<file path="src/rtl/pio_pkg.sv">
package pio_pkg;

  // Select command codes
  localparam int unsigned CMD_CLEAR   = 0;
  localparam int unsigned CMD_IRQ_ON  = 1;
  localparam int unsigned CMD_IRQ_OFF = 2;
  localparam int unsigned CMD_MODE    = 4;
  // Sense and transfer codes
  localparam int unsigned CODE_OUT    = 0;
  localparam int unsigned CODE_IN     = 1;

  typedef struct packed {
    logic clr;
    logic irq_on;
    logic irq_off;
    logic mode_ld;
    logic put_out;
    logic get_in;
    logic ask_out;
    logic ask_in;
    logic echo_hit;
  } pio_dec_t;

  // Arbitration: end-of-block wins over normal
  function automatic logic pick_eob(input logic pend_e, input logic pend_n);
    pick_eob = pend_e | ~pend_n;
  endfunction

endpackage

</file>
<file path="src/rtl/pio_decode.sv">
module pio_decode
  import pio_pkg::*;
#(
  parameter int ADDR_W = 5,
  parameter int FC_W   = 3
) (
  input  logic [ADDR_W-1:0] addr,
  input  logic [ADDR_W-1:0] cfg_addr,
  input  logic [FC_W-1:0]   fc,
  input  logic              sel,
  input  logic              sense,
  input  logic              wr,
  input  logic              rd,
  input  logic              echo,
  output logic              hit,
  output pio_dec_t          dec
);

  function automatic logic fc_is(input logic [FC_W-1:0] f, input int unsigned code);
    fc_is = (f == FC_W'(code));
  endfunction

  always_comb begin
    hit          = (cfg_addr != '0) && (addr == cfg_addr);
    dec.clr      = hit && sel && fc_is(fc, CMD_CLEAR);
    dec.irq_on   = hit && sel && fc_is(fc, CMD_IRQ_ON);
    dec.irq_off  = hit && sel && fc_is(fc, CMD_IRQ_OFF);
    dec.mode_ld  = hit && sel && fc_is(fc, CMD_MODE);
    dec.put_out  = hit && wr && fc_is(fc, CODE_OUT);
    dec.get_in   = hit && rd && fc_is(fc, CODE_IN);
    dec.ask_out  = hit && sense && fc_is(fc, CODE_OUT);
    dec.ask_in   = hit && sense && fc_is(fc, CODE_IN);
    dec.echo_hit = hit && echo;
  end

endmodule

</file>
<file path="src/rtl/pio_xfer.sv">
module pio_xfer
  import pio_pkg::*;
#(
  parameter int DATA_W = 16
) (
  input  logic              clk,
  input  logic              rst_n,
  input  pio_dec_t          dec,
  input  logic [DATA_W-1:0] wdata,
  input  logic              dev_take,
  input  logic              dev_valid,
  input  logic [DATA_W-1:0] dev_data,
  output logic [DATA_W-1:0] mode_q,
  output logic [DATA_W-1:0] out_q,
  output logic              out_free,
  output logic [DATA_W-1:0] in_q,
  output logic              in_full,
  output logic              dev_event
);

  logic take_ok, fill_ok, put_ok;

  always_comb begin
    take_ok   = dev_take && !out_free;
    fill_ok   = dev_valid && !in_full;
    put_ok    = dec.put_out && out_free;
    dev_event = take_ok || fill_ok;
  end

  always_ff @(posedge clk or negedge rst_n) begin
    if (!rst_n) begin
      mode_q   <= '0;
      out_q    <= '0;
      out_free <= 1'b1;
      in_q     <= '0;
      in_full  <= 1'b0;
    end else if (dec.clr) begin
      mode_q   <= '0;
      out_free <= 1'b1;
      in_full  <= 1'b0;
    end else begin
      if (dec.mode_ld) mode_q <= wdata;
      if (put_ok) begin
        out_q    <= wdata;
        out_free <= 1'b0;
      end else if (take_ok) begin
        out_free <= 1'b1;
      end
      if (dec.get_in) begin
        in_full <= 1'b0;
      end else if (fill_ok) begin
        in_q    <= dev_data;
        in_full <= 1'b1;
      end
    end
  end

  assert_wr_blocked_R5: assert property (@(posedge clk) disable iff (!rst_n)
    (dec.put_out && !out_free && !dec.clr) |=> $stable(out_q));

  assert_fill_from_dev_R7: assert property (@(posedge clk) disable iff (!rst_n)
    $rose(in_full) |-> $past(dev_valid));

  assert_clear_state_R3: assert property (@(posedge clk) disable iff (!rst_n)
    dec.clr |=> (out_free && !in_full && mode_q == '0));

endmodule

</file>
<file path="src/rtl/pio_irq.sv">
module pio_irq
  import pio_pkg::*;
#(
  parameter int VEC_W = 9
) (
  input  logic             clk,
  input  logic             rst_n,
  input  logic             clr,
  input  logic             irq_on,
  input  logic             irq_off,
  input  logic             dev_event,
  input  logic             echo_hit,
  input  logic             ack,
  input  logic [VEC_W-1:0] vec_norm,
  input  logic [VEC_W-1:0] vec_eob,
  output logic             req,
  output logic [VEC_W-1:0] vec
);

  logic ien, pend_n, pend_e, cur_v, cur_e;
  logic ev_n, ev_e, load, load_e;

  always_comb begin
    ev_n   = ien && dev_event;
    ev_e   = ien && echo_hit;
    load   = !cur_v && (pend_n || pend_e);
    load_e = pick_eob(pend_e, pend_n);
    req    = cur_v;
    vec    = !cur_v ? '0 : (cur_e ? vec_eob : vec_norm);
  end

  always_ff @(posedge clk or negedge rst_n) begin
    if (!rst_n) begin
      ien <= 1'b0; pend_n <= 1'b0; pend_e <= 1'b0;
      cur_v <= 1'b0; cur_e <= 1'b0;
    end else if (clr) begin
      ien <= 1'b0; pend_n <= 1'b0; pend_e <= 1'b0;
      cur_v <= 1'b0; cur_e <= 1'b0;
    end else begin
      if (irq_on) ien <= 1'b1;
      else if (irq_off) ien <= 1'b0;
      pend_n <= (pend_n && !(load && !load_e)) || ev_n;
      pend_e <= (pend_e && !(load && load_e)) || ev_e;
      if (cur_v && ack) begin
        cur_v <= 1'b0;
      end else if (load) begin
        cur_v <= 1'b1;
        cur_e <= load_e;
      end
    end
  end

  assert_hold_until_ack_R10: assert property (@(posedge clk) disable iff (!rst_n)
    (req && !ack && !clr) |=> (req && $stable(vec)));

  assert_req_from_pending_R11: assert property (@(posedge clk) disable iff (!rst_n)
    $rose(req) |-> $past(pend_n || pend_e));

  assert_eob_first_R10: assert property (@(posedge clk) disable iff (!rst_n)
    (!req && pend_e && pend_n && !clr) |=> (vec == vec_eob));

endmodule

</file>
<file path="src/rtl/pio_dev_if.sv">
module pio_dev_if
  import pio_pkg::*;
#(
  parameter int ADDR_W = 5,
  parameter int FC_W   = 3,
  parameter int DATA_W = 16,
  parameter int VEC_W  = 9
) (
  input  logic              clk,
  input  logic              rst_n,
  input  logic [ADDR_W-1:0] cfg_addr,
  input  logic [VEC_W-1:0]  cfg_vec_norm,
  input  logic [VEC_W-1:0]  cfg_vec_eob,
  input  logic [ADDR_W-1:0] io_addr,
  input  logic [FC_W-1:0]   io_fc,
  input  logic              io_sel,
  input  logic              io_sense,
  input  logic              io_wr,
  input  logic              io_rd,
  input  logic              io_echo,
  input  logic [DATA_W-1:0] io_wdata,
  output logic [DATA_W-1:0] io_rdata,
  output logic              sense_resp,
  output logic              int_req,
  output logic [VEC_W-1:0]  int_vec,
  input  logic              int_ack,
  output logic [DATA_W-1:0] dev_mode,
  output logic [DATA_W-1:0] dev_out_data,
  output logic              dev_out_full,
  input  logic              dev_out_take,
  input  logic              dev_in_valid,
  input  logic [DATA_W-1:0] dev_in_data
);

  pio_dec_t          dec;
  logic              hit;
  logic              out_free, in_full, dev_event;
  logic [DATA_W-1:0] in_q;

  pio_decode #(.ADDR_W(ADDR_W), .FC_W(FC_W)) u_dec (
    .addr(io_addr), .cfg_addr(cfg_addr), .fc(io_fc),
    .sel(io_sel), .sense(io_sense), .wr(io_wr), .rd(io_rd),
    .echo(io_echo), .hit(hit), .dec(dec)
  );

  pio_xfer #(.DATA_W(DATA_W)) u_xfer (
    .clk(clk), .rst_n(rst_n), .dec(dec), .wdata(io_wdata),
    .dev_take(dev_out_take), .dev_valid(dev_in_valid), .dev_data(dev_in_data),
    .mode_q(dev_mode), .out_q(dev_out_data), .out_free(out_free),
    .in_q(in_q), .in_full(in_full), .dev_event(dev_event)
  );

  pio_irq #(.VEC_W(VEC_W)) u_irq (
    .clk(clk), .rst_n(rst_n), .clr(dec.clr),
    .irq_on(dec.irq_on), .irq_off(dec.irq_off),
    .dev_event(dev_event), .echo_hit(dec.echo_hit), .ack(int_ack),
    .vec_norm(cfg_vec_norm), .vec_eob(cfg_vec_eob),
    .req(int_req), .vec(int_vec)
  );

  always_comb begin
    dev_out_full = !out_free;
    sense_resp   = (dec.ask_out && out_free) || (dec.ask_in && in_full);
    io_rdata     = dec.get_in ? in_q : '0;
  end

  assert_addr_zero_R1: assert property (@(posedge clk) disable iff (!rst_n)
    (cfg_addr == '0) |-> (!sense_resp && io_rdata == '0));

  assert_foreign_quiet_R1: assert property (@(posedge clk) disable iff (!rst_n)
    !hit |-> (!sense_resp && io_rdata == '0));

endmodule

</file>
<file path="config.mk">
export PLATFORM = sky130hd
export DESIGN_NAME = pio_dev_if
export DESIGN_NICKNAME = d
export VERILOG_FILES = /design/src/rtl/pio_pkg.sv /design/src/rtl/pio_decode.sv /design/src/rtl/pio_xfer.sv /design/src/rtl/pio_irq.sv /design/src/rtl/pio_dev_if.sv
export SDC_FILE = /design/constraint.sdc
export NUM_CORES = 1
export LEC_CHECK = 0
export CAP_MARGIN = 20
export CORE_UTILIZATION = 35
export DETAILED_ROUTE_END_ITERATION = 12
export DONT_BUFFER_PORTS = 1
export PLACE_DENSITY = 0.47
export SLEW_MARGIN = 20
export SYNTH_ARGS = -nofsm -noshare
export SYNTH_HDL_FRONTEND = slang
export SYNTH_SLANG_ARGS = --single-unit
export TNS_END_PERCENT = 30
</file>
<file path="constraint.sdc">
create_clock -name clk -period 1.8 [get_ports clk]
set_input_delay 0.18 -clock clk [delete_from_list [all_inputs] [get_ports clk]]
set_output_delay 0.18 -clock clk [all_outputs]
set_load 0.05 [all_outputs]
</file>
==> results.md <==
* Status: finished clean
* # rows at 31
* Clk Latency, worst-skew pair at 300 ps
* CP startpoint: u_xfer.out_free
* Die Span Y at 90.10 microns
* Grt ovf at 0
* Min Tclk post-route at 1755 ps
* Starting Density at 0.3686
* Max-Cap Viols at 0
* Antenna violations before repair at 0
* Root buffer cell: clkbuf_8
* Synthesized-area fraction occupied by adder cells at 0
* Multi-input logic area at 1230 sq um
* Vias/cell at 4.835
* Clk pin slew, worst setup/hold paths at 100 ps
* ANT cells at 0
* Multiplexer share of the synthesized area at 0.2386
* Reg2reg setup slack at between 40 and 50 ps
* Crit Path Category: register to register
* F_max at approximately 570 MHz
* Share of cells above drive strength 1 at 0.3074
* DP Wirelength at around 3900 microns
* Routed Antenna Nets at 0
* TritonRoute pass-1 iters at 4
* Finished Core Util at 0.4586
* Non-filler cells, final at 369
* Worst EP required at 1990 ps
* Crit-path max FO at 8
* Synth Cell Area at 2716 sq um
* DRT iter0 DRCs at 68
* Global placer's final weighted congestion at 0.7186
* Setup WS pre-CTS at -456.1 ps
* DRT Wirelength at 5898 microns
* Simple-gate area share of the yosys netlist at 0.1465
* Via count at around 1,800
* Async set-reset flop share out of synthesis at 1.000
* DP Cell Count at 333
* Wire per inst at 15.98 microns
* Worst Hold Class: input pin to register
* TritonCTS Buffers at 5
* Num ports at 133
* Final setup viols at 0
* Post-Syn Area per Cell at 11.97 sq um
* Chip Width at 90.10 microns
* Vias in the first global route at 1,872
* Final Hold Viols at 0
* Register area at roughly 1400 sq um
* # DRC at 0
* Buffers on Ports at 0
* Mapped Cells at roughly 230
* # H-tree levels at 2
* Tot GR Track Use at 0.1454
* Slowest CP cell: dfstp_2
* Synthesized flop and latch total at 55
* First-pass GRT wire length at 9397 microns
* Synth warnings at 0
* Syn Nets at 300
* Max_slew headroom at 0.5071
* Worst VDD drop at 372.7 uV
* R2R Path Start: u_xfer.out_free
* Pleak at 0.001670 uW
* Xor/xnor cell area share of the yosys netlist at 0.01290
* Largest net degree at the start of global routing at 56
* Slew Limit Fails at 0
* Setup Skew at 6.998 ps
* Netlist cell types at 34
* Nets@finish at 342
* Post-synth top flop: dfrtp_1
* Final WS setup at 45.24 ps
* Worst path cell trace: nor2b_4, nand3_2, nor4_4, buf_4, clkbuf_16, mux2_2
* Area delta synth->final at 24.41%
* Crit path capture type: register
* Clk sinks at 55
* Pwr/cell area at 958.0 nW/um^2
* Reg2reg end: u_xfer.out_q[0]
* Die area at slightly above 8000 sq um
* Largest family of logic cells by synthesized area: multiplexers
* Slew @ Worst Pin at between 700 and 800 ps
* CTS tree: done
* Part of the cycle the worst path needs at 0.9749
* Register area share after synthesis at 0.5071
* Post-synth EDFFs at 0
* Setup crit end: u_xfer.out_q[0]
* Compound-Gate Fraction of Synth Area at 0.03731
* Crit start category: register
* CP arrival at 1950 ps
* # fillers at 697
* Worst Reg-to-Reg Cells at 6
* Critical path's largest stage delay at 560 ps
* Clock buffer depth at 2
* Core ar. at 7370 sq um
[cells by family (layout without fill, tap and decap cells)]
family,Yosys count,in the layout
AOI/OAI and AO/OA,14,14
xor gates and xnor gates,4,4
buffers and inverters,28,71
DFF,55,55
muxes,57,57
and+or+nand+nor,69,69
[flip-flops by register name, summed over array words and instances (netlist names)]
| name | flops |
|---|---|
| u_xfer.out_q | 16 |
| u_irq.req | 1 |
| u_xfer.mode_q | 16 |
| u_irq.pend_e | 1 |
| u_irq.cur_e | 1 |
| u_xfer.in_q | 16 |
| u_xfer.out_free | 1 |
| u_irq.pend_n | 1 |
| u_xfer.in_full | 1 |
| u_irq.ien | 1 |
[cell usage after synthesis (4+ instances only)]
cell type | n | share of area
a21oi_1 | 4 | 0.0074
mux2_4 | 10 | 0.055
inv_1 | 18 | 0.025
nor2b_1 | 12 | 0.028
mux2_2 | 22 | 0.091
nand2_1 | 20 | 0.028
mux2i_1 | 25 | 0.092
dfrtp_1 | 54 | 0.50
and2_1 | 17 | 0.039
xnor2_1 | 4 | 0.013
clkbuf_1 | 5 | 0.0069
[worst min path at each step]
| stage | startpoint | end | slack [ps] | depth (start not counted) |
|---|---|---|---|---|
| after floorplan | rst_n | u_irq.cur_e | -120 | 0 |
| after global placement | rst_n | u_xfer.out_q[3] | -110 | 0 |
| after detailed placement | rst_n | u_xfer.out_q[3] | -110 | 0 |
| after CTS | io_wdata[15] | u_xfer.mode_q[15] | 0.2 | 2 |
| after global routing | io_wdata[2] | u_xfer.out_q[2] | 1 | 1 |
| final | io_fc[2] | u_xfer.mode_q[11] | 10 | 2 |
[critical path: cells and delay by family (launching register included)]
kind,cells,cell delay [ps]
buffers and inverters,2,340
DFF,1,560
muxes,1,330
and+or+nand+nor,3,410
[metal layers]
metal	global-route usage	vias up	share of wire
met4	0.04167	0	0.0071
li1	-	838	-
met1	0.1857	857	0.43
met3	0.04738	6	0.089
met2	0.2347	83	0.47
met5	0	-	0
[where the power goes]
part | internal (uW) | leakage (uW) | switching [uW]
sequential | 1390 | 0.000658 | 391
combinational | 352 | 0.000964 | 397
clock | 316 | 0.0000484 | 394
[what timing repair did]
action | in CTS | in global routing
setup endpoints to repair | 16 | 16
resized for setup | 1 | 3
gates cloned | 0 | 1
hold endpoints to repair | 73 | 6
setup buffers | 1 | 1
hold buffers | 19 | 6
pin swaps | 1 | 0
[metrics by stage]
step / TNS (ps) / hold WS, ps / total power [uW] / cell area, sq um
floorplan: -723.9 / -115.6 / 2314 / 2736
finish: 0 / 10.06 / 3238 / 3379
global placement: -6605 / -114.3 / 2468 / 2943
detailed placement: -7529 / -114.4 / 2483 / 2943
CTS: 0 / 0.2214 / 3289 / 3274
global route: -116.3 / 1.314 / 3428 / 3379
[cells in the final DEF (no fill, tap or decap), types with 2 or more instances in the layout]
cell type,n
nand2_1,20
mux2_4,10
a21oi_1,4
mux2i_1,25
xnor2_1,4
dlygate4sd3_1,24
dfrtp_1,54
mux2_2,22
nand2b_1,3
and2_2,10
nor4_4,2
and2_1,7
or2_2,2
nor4_1,2
buf_12,4
o21ai_0,3
nor2b_1,10
nor3_1,2
buf_4,15
clkbuf_8,6
inv_1,18
nor2_1,3
[layout make-up]
class | count | area share
inverter | 18 | 0.01999
timing repair buffer | 45 | 0.1437
sequential | 55 | 0.4076
clock buffer | 7 | 0.02555
tap | 99 | 0.03665
multi-input combinational | 144 | 0.3639
clock inverter | 1 | 0.002592
Note: power is estimated with default switching activity, not from simulation.
